## src/rtl/sxc_pkg.sv

```systemverilog
package sxc_pkg;
  typedef enum logic {ROAD_NS = 1'b0, ROAD_EW = 1'b1} road_e;

  typedef struct packed {
    logic red;
    logic yel;
    logic grn;
  } lamp_t;
endpackage

```

## src/rtl/sxc_timebase.sv

```systemverilog
module sxc_timebase (
  input  logic clk,
  input  logic rst_n,
  input  logic half_tick,
  output logic rst_s,
  output logic half_q,
  output logic sec_pulse
);
  logic [1:0] sync_q;
  logic       half_d;

  always_ff @(posedge clk or negedge rst_n) begin
    if (!rst_n) sync_q <= 2'b00;
    else        sync_q <= {sync_q[0], 1'b1};
  end
  assign rst_s = sync_q[1];

  always_comb begin
    half_d = half_q;
    if (half_tick) half_d = ~half_q;
  end

  always_ff @(posedge clk or negedge rst_s) begin
    if (!rst_s) half_q <= 1'b0;
    else        half_q <= half_d;
  end

  assign sec_pulse = half_tick & half_q;

  a_r5_half_toggle: assert property (@(posedge clk) disable iff (!rst_s)
    half_tick |=> (half_q != $past(half_q)));
  a_r5_half_hold: assert property (@(posedge clk) disable iff (!rst_s)
    !half_tick |=> $stable(half_q));
endmodule

```

## src/rtl/sxc_phase_fsm.sv

```systemverilog
module sxc_phase_fsm
  import sxc_pkg::*;
#(
  parameter int PHASE_SECS = 30,
  parameter int AMBER_SECS = 4,
  localparam int CW = $clog2(PHASE_SECS + 1)
) (
  input  logic          clk,
  input  logic          rst_s,
  input  logic          sec_pulse,
  input  logic          night_en,
  input  logic          manual_en,
  input  logic          step_in,
  output road_e         go_road,
  output logic [CW-1:0] cnt
);
  localparam logic [CW-1:0] FULL  = CW'(PHASE_SECS);
  localparam logic [CW-1:0] AMBER = CW'(AMBER_SECS);
  localparam logic [CW-1:0] ONE   = CW'(1);

  logic          step_q, mode_q;
  logic          step_rise, mode_on, mode_exit;
  road_e         road_d;
  logic [CW-1:0] cnt_d;

  assign mode_on   = night_en | manual_en;
  assign step_rise = step_in & ~step_q;
  assign mode_exit = mode_q & ~mode_on;

  always_comb begin
    road_d = go_road;
    cnt_d  = cnt;
    if (night_en) begin
      cnt_d = FULL;
    end else if (mode_exit) begin
      cnt_d = FULL;
    end else if (manual_en) begin
      if (step_rise) begin
        if (cnt > AMBER) begin
          cnt_d = AMBER;
        end else begin
          cnt_d  = FULL;
          road_d = (go_road == ROAD_NS) ? ROAD_EW : ROAD_NS;
        end
      end
    end else if (sec_pulse) begin
      if (cnt == ONE) begin
        cnt_d  = FULL;
        road_d = (go_road == ROAD_NS) ? ROAD_EW : ROAD_NS;
      end else begin
        cnt_d = cnt - ONE;
      end
    end
  end

  always_ff @(posedge clk or negedge rst_s) begin
    if (!rst_s) begin
      go_road <= ROAD_NS;
      cnt     <= FULL;
      step_q  <= 1'b0;
      mode_q  <= 1'b0;
    end else begin
      go_road <= road_d;
      cnt     <= cnt_d;
      step_q  <= step_in;
      mode_q  <= mode_on;
    end
  end

  a_r3_range: assert property (@(posedge clk) disable iff (!rst_s)
    (cnt >= ONE) && (cnt <= FULL));
  a_r3_decrement: assert property (@(posedge clk) disable iff (!rst_s)
    (!mode_on && !mode_q && sec_pulse && cnt > ONE) |=> (cnt == $past(cnt) - ONE));
  a_r6_swap: assert property (@(posedge clk) disable iff (!rst_s)
    (!mode_on && !mode_q && sec_pulse && cnt == ONE) |=>
      (cnt == FULL) && (go_road != $past(go_road)));
  a_r8_freeze: assert property (@(posedge clk) disable iff (!rst_s)
    (manual_en && !night_en && mode_q && !step_rise) |=> $stable(cnt) && $stable(go_road));
  a_r7_night_hold: assert property (@(posedge clk) disable iff (!rst_s)
    night_en |=> (cnt == FULL) && $stable(go_road));
  a_r10_restart: assert property (@(posedge clk) disable iff (!rst_s)
    mode_exit |=> (cnt == FULL) && $stable(go_road));
endmodule

```

## src/rtl/sxc_lamp_drive.sv

```systemverilog
module sxc_lamp_drive
  import sxc_pkg::*;
#(
  parameter int PHASE_SECS = 30,
  parameter int AMBER_SECS = 4,
  localparam int CW = $clog2(PHASE_SECS + 1)
) (
  input  logic          clk,
  input  logic          rst_s,
  input  road_e         go_road,
  input  logic [CW-1:0] cnt,
  input  logic          half_q,
  input  logic          night_en,
  output lamp_t         ns_lamp,
  output lamp_t         ew_lamp,
  output logic [3:0]    cnt_tens,
  output logic [3:0]    cnt_units
);
  localparam logic [CW-1:0] AMBER = CW'(AMBER_SECS);
  localparam logic [CW-1:0] TEN   = CW'(10);

  logic          flash_on, in_gap;
  lamp_t         go_lamp, stop_lamp;
  logic [CW-1:0] tens_w, units_w;

  assign flash_on = ~half_q;
  assign in_gap   = (cnt <= AMBER);

  always_comb begin
    if (night_en) begin
      go_lamp   = '{red: 1'b0, yel: flash_on, grn: 1'b0};
      stop_lamp = '{red: 1'b0, yel: flash_on, grn: 1'b0};
    end else begin
      go_lamp   = '{red: 1'b0, yel: in_gap & flash_on, grn: ~in_gap};
      stop_lamp = '{red: 1'b1, yel: 1'b0, grn: 1'b0};
    end
    if (go_road == ROAD_NS) begin
      ns_lamp = go_lamp;
      ew_lamp = stop_lamp;
    end else begin
      ns_lamp = stop_lamp;
      ew_lamp = go_lamp;
    end
  end

  assign tens_w    = cnt / TEN;
  assign units_w   = cnt % TEN;
  assign cnt_tens  = 4'(tens_w);
  assign cnt_units = 4'(units_w);

  a_r2_no_dual_green: assert property (@(posedge clk) disable iff (!rst_s)
    !(ns_lamp.grn && ew_lamp.grn));
  a_r2_one_red: assert property (@(posedge clk) disable iff (!rst_s)
    !night_en |-> $onehot0({ns_lamp.red, ew_lamp.red}) && (ns_lamp.red || ew_lamp.red));
  a_r7_night_dark: assert property (@(posedge clk) disable iff (!rst_s)
    night_en |-> !(ns_lamp.red || ns_lamp.grn || ew_lamp.red || ew_lamp.grn));
  a_r4_gap_no_green: assert property (@(posedge clk) disable iff (!rst_s)
    (cnt <= AMBER) |-> !(ns_lamp.grn || ew_lamp.grn));
endmodule

```

## src/rtl/sxc_top.sv

```systemverilog
module sxc_top
  import sxc_pkg::*;
#(
  parameter int PHASE_SECS = 30,
  parameter int AMBER_SECS = 4
) (
  input  logic       clk,
  input  logic       rst_n,
  input  logic       half_tick,
  input  logic       night_en,
  input  logic       manual_en,
  input  logic       step_in,
  output logic       ns_red,
  output logic       ns_yel,
  output logic       ns_grn,
  output logic       ew_red,
  output logic       ew_yel,
  output logic       ew_grn,
  output logic [3:0] cnt_tens,
  output logic [3:0] cnt_units
);
  localparam int CW = $clog2(PHASE_SECS + 1);

  logic          rst_s, half_q, sec_pulse;
  road_e         go_road;
  logic [CW-1:0] cnt;
  lamp_t         ns_lamp, ew_lamp;

  sxc_timebase u_tb (
    .clk(clk), .rst_n(rst_n), .half_tick(half_tick),
    .rst_s(rst_s), .half_q(half_q), .sec_pulse(sec_pulse)
  );

  sxc_phase_fsm #(.PHASE_SECS(PHASE_SECS), .AMBER_SECS(AMBER_SECS)) u_fsm (
    .clk(clk), .rst_s(rst_s), .sec_pulse(sec_pulse), .night_en(night_en),
    .manual_en(manual_en), .step_in(step_in), .go_road(go_road), .cnt(cnt)
  );

  sxc_lamp_drive #(.PHASE_SECS(PHASE_SECS), .AMBER_SECS(AMBER_SECS)) u_lamp (
    .clk(clk), .rst_s(rst_s), .go_road(go_road), .cnt(cnt), .half_q(half_q),
    .night_en(night_en), .ns_lamp(ns_lamp), .ew_lamp(ew_lamp),
    .cnt_tens(cnt_tens), .cnt_units(cnt_units)
  );

  assign ns_red = ns_lamp.red;
  assign ns_yel = ns_lamp.yel;
  assign ns_grn = ns_lamp.grn;
  assign ew_red = ew_lamp.red;
  assign ew_yel = ew_lamp.yel;
  assign ew_grn = ew_lamp.grn;
endmodule

```

## config.mk

```make
export PLATFORM = sky130hd
export DESIGN_NAME = sxc_top
export DESIGN_NICKNAME = d
export VERILOG_FILES = /design/src/rtl/sxc_pkg.sv /design/src/rtl/sxc_timebase.sv /design/src/rtl/sxc_phase_fsm.sv /design/src/rtl/sxc_lamp_drive.sv /design/src/rtl/sxc_top.sv
export SDC_FILE = /design/constraint.sdc
export NUM_CORES = 1
export LEC_CHECK = 0
export ABC_AREA = 1
export BUFFER_PORTS_ARGS = -buffer_cell sky130_fd_sc_hd__buf_4
export CAP_MARGIN = 20
export CORE_UTILIZATION = 35
export DETAILED_ROUTE_END_ITERATION = 12
export GPL_ROUTABILITY_DRIVEN = 0
export PLACE_DENSITY = 0.59
export SLEW_MARGIN = 30
export SYNTH_ARGS = -nofsm -noshare
export SYNTH_HDL_FRONTEND = slang
export SYNTH_SLANG_ARGS = --single-unit
```

## constraint.sdc

```tcl
create_clock -name clk -period 1.64 [get_ports clk]
set_input_delay 0.328 -clock clk [delete_from_list [all_inputs] [get_ports clk]]
set_output_delay 0.328 -clock clk [all_outputs]
set_load 0.01 [all_outputs]
```

# --- After elaboration in Yosys (flattened, before gate mapping) ---
# Index checks and enable logic that the tools add are counted.
word_totals:
  regBits: 11
  elab_cells: 48
  out_inout_bits: 14
  input_bits: 6
op_classes:
  mux: 17
  n_addsub: 1
  order_cmp: 2
  eq_ne: 4
  div_mod_pow: 2
  bitwise: 11
  reduce_logical: 5
op_table:
  columns: ["operator", "n"]
  rows:
  - ["two-way mux 5 bit", 7]
  - ["two-way mux 3 bit", 3]
  - ["two-way mux 1 bit", 6]
  - ["NOT 1 bit", 6]
  - ["AND reduction 6 bit", 1]
  - ["divider 5 x 4 -> 5 bit (second input constant)", 1]
  - ["equality test 5 x 1 -> 1 bit (second input constant)", 1]
  - ["> comparator 5 x 3 -> 1 bit (second input constant)", 1]
  - ["less-or-equal comparator 5 x 3 -> 1 bit (second input constant)", 1]
  - ["modulo 5 x 4 -> 5 bit (second input constant)", 1]
  - ["subtractor 5 x 1 -> 5 bit (second input constant)", 1]
  - ["AND 1 bit", 4]
  - ["inequality test 4 x 2 -> 1 bit (second input constant)", 1]
  - ["nonzero test 2 bit", 2]
  - ["nonzero test 4 bit", 1]
  - ["two-way mux 2 bit", 1]
  - ["inequality test 2 x 1 -> 1 bit (second input constant)", 1]
  - ["inequality test 2 bit (second input constant)", 1]
  - ["AND reduction 2 bit", 1]
  - ["OR 1 bit", 1]

# --- Depth between registers and ports, before layout ---
depth:
  word_depth: 6
  depth_mapped: 10
  ltp_nobuf: 10

# --- Modules after synthesis ---
# From an unflattened synthesis, not the netlist that was laid out.
hier_totals:
  hier_cells: 129
  hier_area_um2: 829.5
modules_own_cells:
  columns: ["module", "area_per_inst_um2", "instances", "cells_per_inst", "seq_area_each_um2"]
  rows:
  - ["sxc_phase_fsm", 516.7, 1, 75, 205.2]
  - ["sxc_lamp_drive", 207.7, 1, 43, 0.0]
  - ["sxc_timebase", 105.1, 1, 11, 75.1]

# --- Least setup slack after synthesis ---
# Ideal clock, no wire load.
synth_path:
  path_kind: "register to output"
  from: "reg u_fsm.cnt[1]"
  to: "out ew_yel"
  path_buffers: 0
  required_time_ps: 1312
  slack_ps: -58
  arrival_time_ps: 1370
  path_stages_with_launch: 9
  path_cell_list: "dfstp_2 > inv_1 > ha_1 > inv_1 > nand2_1 > nand2_1 > inv_2 > nor3_2 > nor3_1"
synth_via:
  elab_chain_len: 4
synth_lines:
  columns: ["item", "line_no", "source"]
  rows:
  - ["start: declaration", "sxc_phase_fsm.sv:15", "output logic [CW-1:0] cnt"]
  - ["start signal: assignment", "sxc_phase_fsm.sv:64", "cnt <= cnt_d;"]
  - ["less-or-equal comparator 5 x 3 -> 1 bit", "sxc_lamp_drive.sv:27", "assign in_gap = (cnt <= AMBER);"]
  - ["AND 1 bit", "sxc_lamp_drive.sv:34", "go_lamp = '{red: 1'b0, yel: in_gap & flash_on, grn: ~in_gap};"]
  - ["two-way mux 2 bit", "sxc_lamp_drive.sv:30", "if (night_en) begin"]
  - ["two-way mux 3 bit", "sxc_lamp_drive.sv:37", "if (go_road == ROAD_NS) begin"]
  - ["end: declaration", "sxc_top.sv:17", "output logic ew_yel,"]
# Every way passes these cells.

# --- Worst setup path after layout ---
layout_path:
  from: "reg u_fsm.cnt[2]"
  to: "out cnt_units[3]"
layout_via:
  elab_chain_len: 1
layout_lines:
  columns: ["item", "line_no", "source"]
  rows:
  - ["modulo 5 x 4 -> 5 bit", "sxc_lamp_drive.sv:47", "assign units_w = cnt % TEN;"]
  - ["end: declaration", "sxc_top.sv:20", "output logic [3:0] cnt_units"]
# Every way passes these cells.

==> results.cfg <==
[pwr]
p_per_area_nw_per_um2 = 810
peakVddDrop_mv = 0.512
p_leak_nw = 0.654
power_w = 0.000984

[worst_setup_path]
cp-end-kind = output pin
startpoint_type = register
cp_cell_sequence = inv_2 > a21oi_4 > a21boi_4 > nand2_4 > nand2_1 > nand2_1 > buf_6
critPathMaxFanout = 5
cpMostUsedCell = nand2_1
cp_top_family = flip-flops
crit_slowest_cell = dfstp_2
crit_required_ns = 1.31
rr_worst_depth = 11
crit_cells = 7
worstSetupStartpoint = u_fsm.cnt[2]
slowest_delay_ns = 0.59
path_class = reg -> out
path_buf_inv = 2
cp.arrival_ns = 1.58
r2r_start = u_fsm.cnt[1]

[timing]
period_share_pct = 116
max_freq_ghz = 0.524
setup_ws_ns = -0.268
holdWs_ns = 0.155
skew_ns = 0.00108
drv_slew = 0
setup_viol = 8
min_period_ns = 1.91
fin_tns_setup_ns = -1.85
hold_viol = 0
rsz0062_at_grt = true

[logic_synthesis]
ys_types = 23
netlist_instances = 121
yosysWarnings = 0
synth_mux_area_share_pct = 0
syn_avg_cell_area_um2 = 7.06
synth_edf_count = 0
synthSimpleGateAreaFrac_pct = 40.0
ys_seq_elements = 11
synth_area_um2 = 855
synth_xor_area_share_pct = 1.02
ys.flop_type = dfrtp_1
synth_top_family_by_area = simple AND/OR/NAND/NOR gates
synth_seq_area_share_pct = 32.8
synth_compound_area_share_pct = 7.17
synth_top_area_share_pct = 20.5
synth_area_leader_cell = dfrtp_1
synthTopCellsByCount = 36 x nand2_1, 13 x inv_1, 11 x nand3_1, 11 x nor2_1
yosysMostFrequentCell = nand2_1
synthArstFlopShare_pct = 100
ys_top_cells_by_area = dfrtp_1 20%, nand2_1 16%, dfstp_2 12%
synth_fa_ha_area_share_pct = 5.86

[route]
avgViaCountPerCell = 4.65
drt-initial-drc-count = 11
drc = 0
dr_wl_met3_um = 87
wl_met2_um = 906
wl_met1_um = 789
dr.pass1.iters = 4
top_layer = met4
ant_nets = 0
drt_wl_total_um = 1790
wl_per_cell_um = 9.90
vias = 841

[outcome]
violations = setup timing
status = finished with violations

[final_layout]
nNetsFinal = 164
insertedDiodeCount = 0
synthToLayoutAreaGrowth_pct = 42.2
drive_gt1_share_pct = 43.8
fillerInstances = 222

[floorplanning]
dieHeight_um = 51.4
start_util_pct = 37.9
die_w_um = 51.4
dieArea_um2 = 2640
io_pins = 20
coreArea_um2 = 2250
rows = 17

[clock_network]
clkTransAtPathRegs_ns = 0.07
clkLatencyLatePin_ns = 0.27
cts_tree = yes
cts_sinks = 11
clock_path_buffers = 2
htreeDepth = 1
root_buffer = clkbuf_4
numCtsBuffers = 3

[flow_run]
drv_cap = 0

[placement]
placement.io_buffers = 17
place_ws_ns = -0.0152
hpwl_um = 1410

[hold_path]
worstHoldPathType = reg -> async

[global_routing]
track_usage_pct = 16.3
antenna_found_initial = 0
grt_pass1_vias = 774
grt_overflow = 0
grt_pass1_wl_um = 3150
grt_max_degree = 10
[stage by stage]
step	util, %	instances	cell area, um2
3_5_place_dp	47.4	170	1070
3_3_place_gp	47.4	170	1070
5_1_grt	53.9	181	1210
4_1_cts	51.6	180	1160
2_1_floorplan	-	122	883
6_report	53.9	181	1210
[cells in the final DEF, fill, tap and decap left out, types with 2 or more instances in the layout]
cell,instances
nand4_1,2
ha_1,2
nor3_4,2
nand3_1,11
inv_1,11
o21ai_1,2
inv_2,8
nand2_1,33
o21ai_0,2
conb_1,3
dfstp_2,4
nor2_1,10
clkbuf_4,3
nor3_2,2
nand2_2,6
dfrtp_1,7
buf_4,23
buf_6,7
nand2_4,2
[cell families (layout without fill, tap and decap cells)]
kind of cell | count (synthesis) | in the layout
AND/OR/NAND/NOR | 72 | 72
other | 2 | 3
flip-flops | 11 | 11
buffers and inverters | 24 | 55
AO/OA/AOI/OAI | 7 | 7
adder cells (fa/ha/maj) | 4 | 4
XOR/XNOR | 1 | 1
[worst reg2reg max path: stages, from the launching register on]
cell and delay [ns]:
dfstp_2 0.54, inv_2 0.05, buf_4 0.16, ha_1 0.17, inv_1 0.05, nor2_1 0.03
nand2_1 0.10, nand2_2 0.08, nand2_2 0.09, nand2_1 0.06, nor2_1 0.08, nor2_1 0.05
[worst paths after layout]
kind / end / slack, ns
min in group clk: u_fsm.step_q / 0.17
hold reg to reg: u_fsm.cnt[0] / 0.16
hold / removal: u_fsm.cnt[0] / 0.16
setup reg to reg: u_fsm.cnt[4] / 0.12
setup / recovery: cnt_units[3] / -0.27
max in group asynchronous: u_fsm.cnt[1] / 1.18
[flip-flops by register name, indices dropped and copies added (netlist names)]
register,count
u_tb.half_q,1
u_tb.sync_q,2
u_fsm.cnt,5
u_fsm.mode_q,1
u_fsm.go_road,1
u_fsm.step_q,1
[area by class of cell]
cell class                      count  area, um2  area share, %
Clock inverter                      1       5.00          0.412
Multi-Input combinational cell     87        533           43.9
Timing Repair Buffer               31        262           21.5
Inverter                           20       77.6           6.39
Sequential cell                    11        280           23.1
Tap cell                           28       35.0           2.88
Clock buffer                        3       22.5           1.85
[layer usage]
metal / vias up / GRT usage (%)
met5: - / 0
met4: 0 / 4.95
met3: 2 / 5.65
met2: 19 / 27.9
met1: 384 / 18.8
li1: 436 / -
[where the power goes]
| group | total [W] | switching (W) | internal (W) |
|---|---|---|---|
| combinational | 0.000432 | 0.000214 | 0.000218 |
| clock | 0.000189 | 0.0000986 | 0.0000905 |
| sequential | 0.000363 | 0.0000515 | 0.000312 |
[timing repair]
action	CTS	global route
endpoints found under the hold margin	2	0
hold buffers	1	0
pin swaps	6	2
setup endpoints to repair	9	9
setup buffers	5	1
resized for setup	6	11
Power figures use the tool's default switching activity.
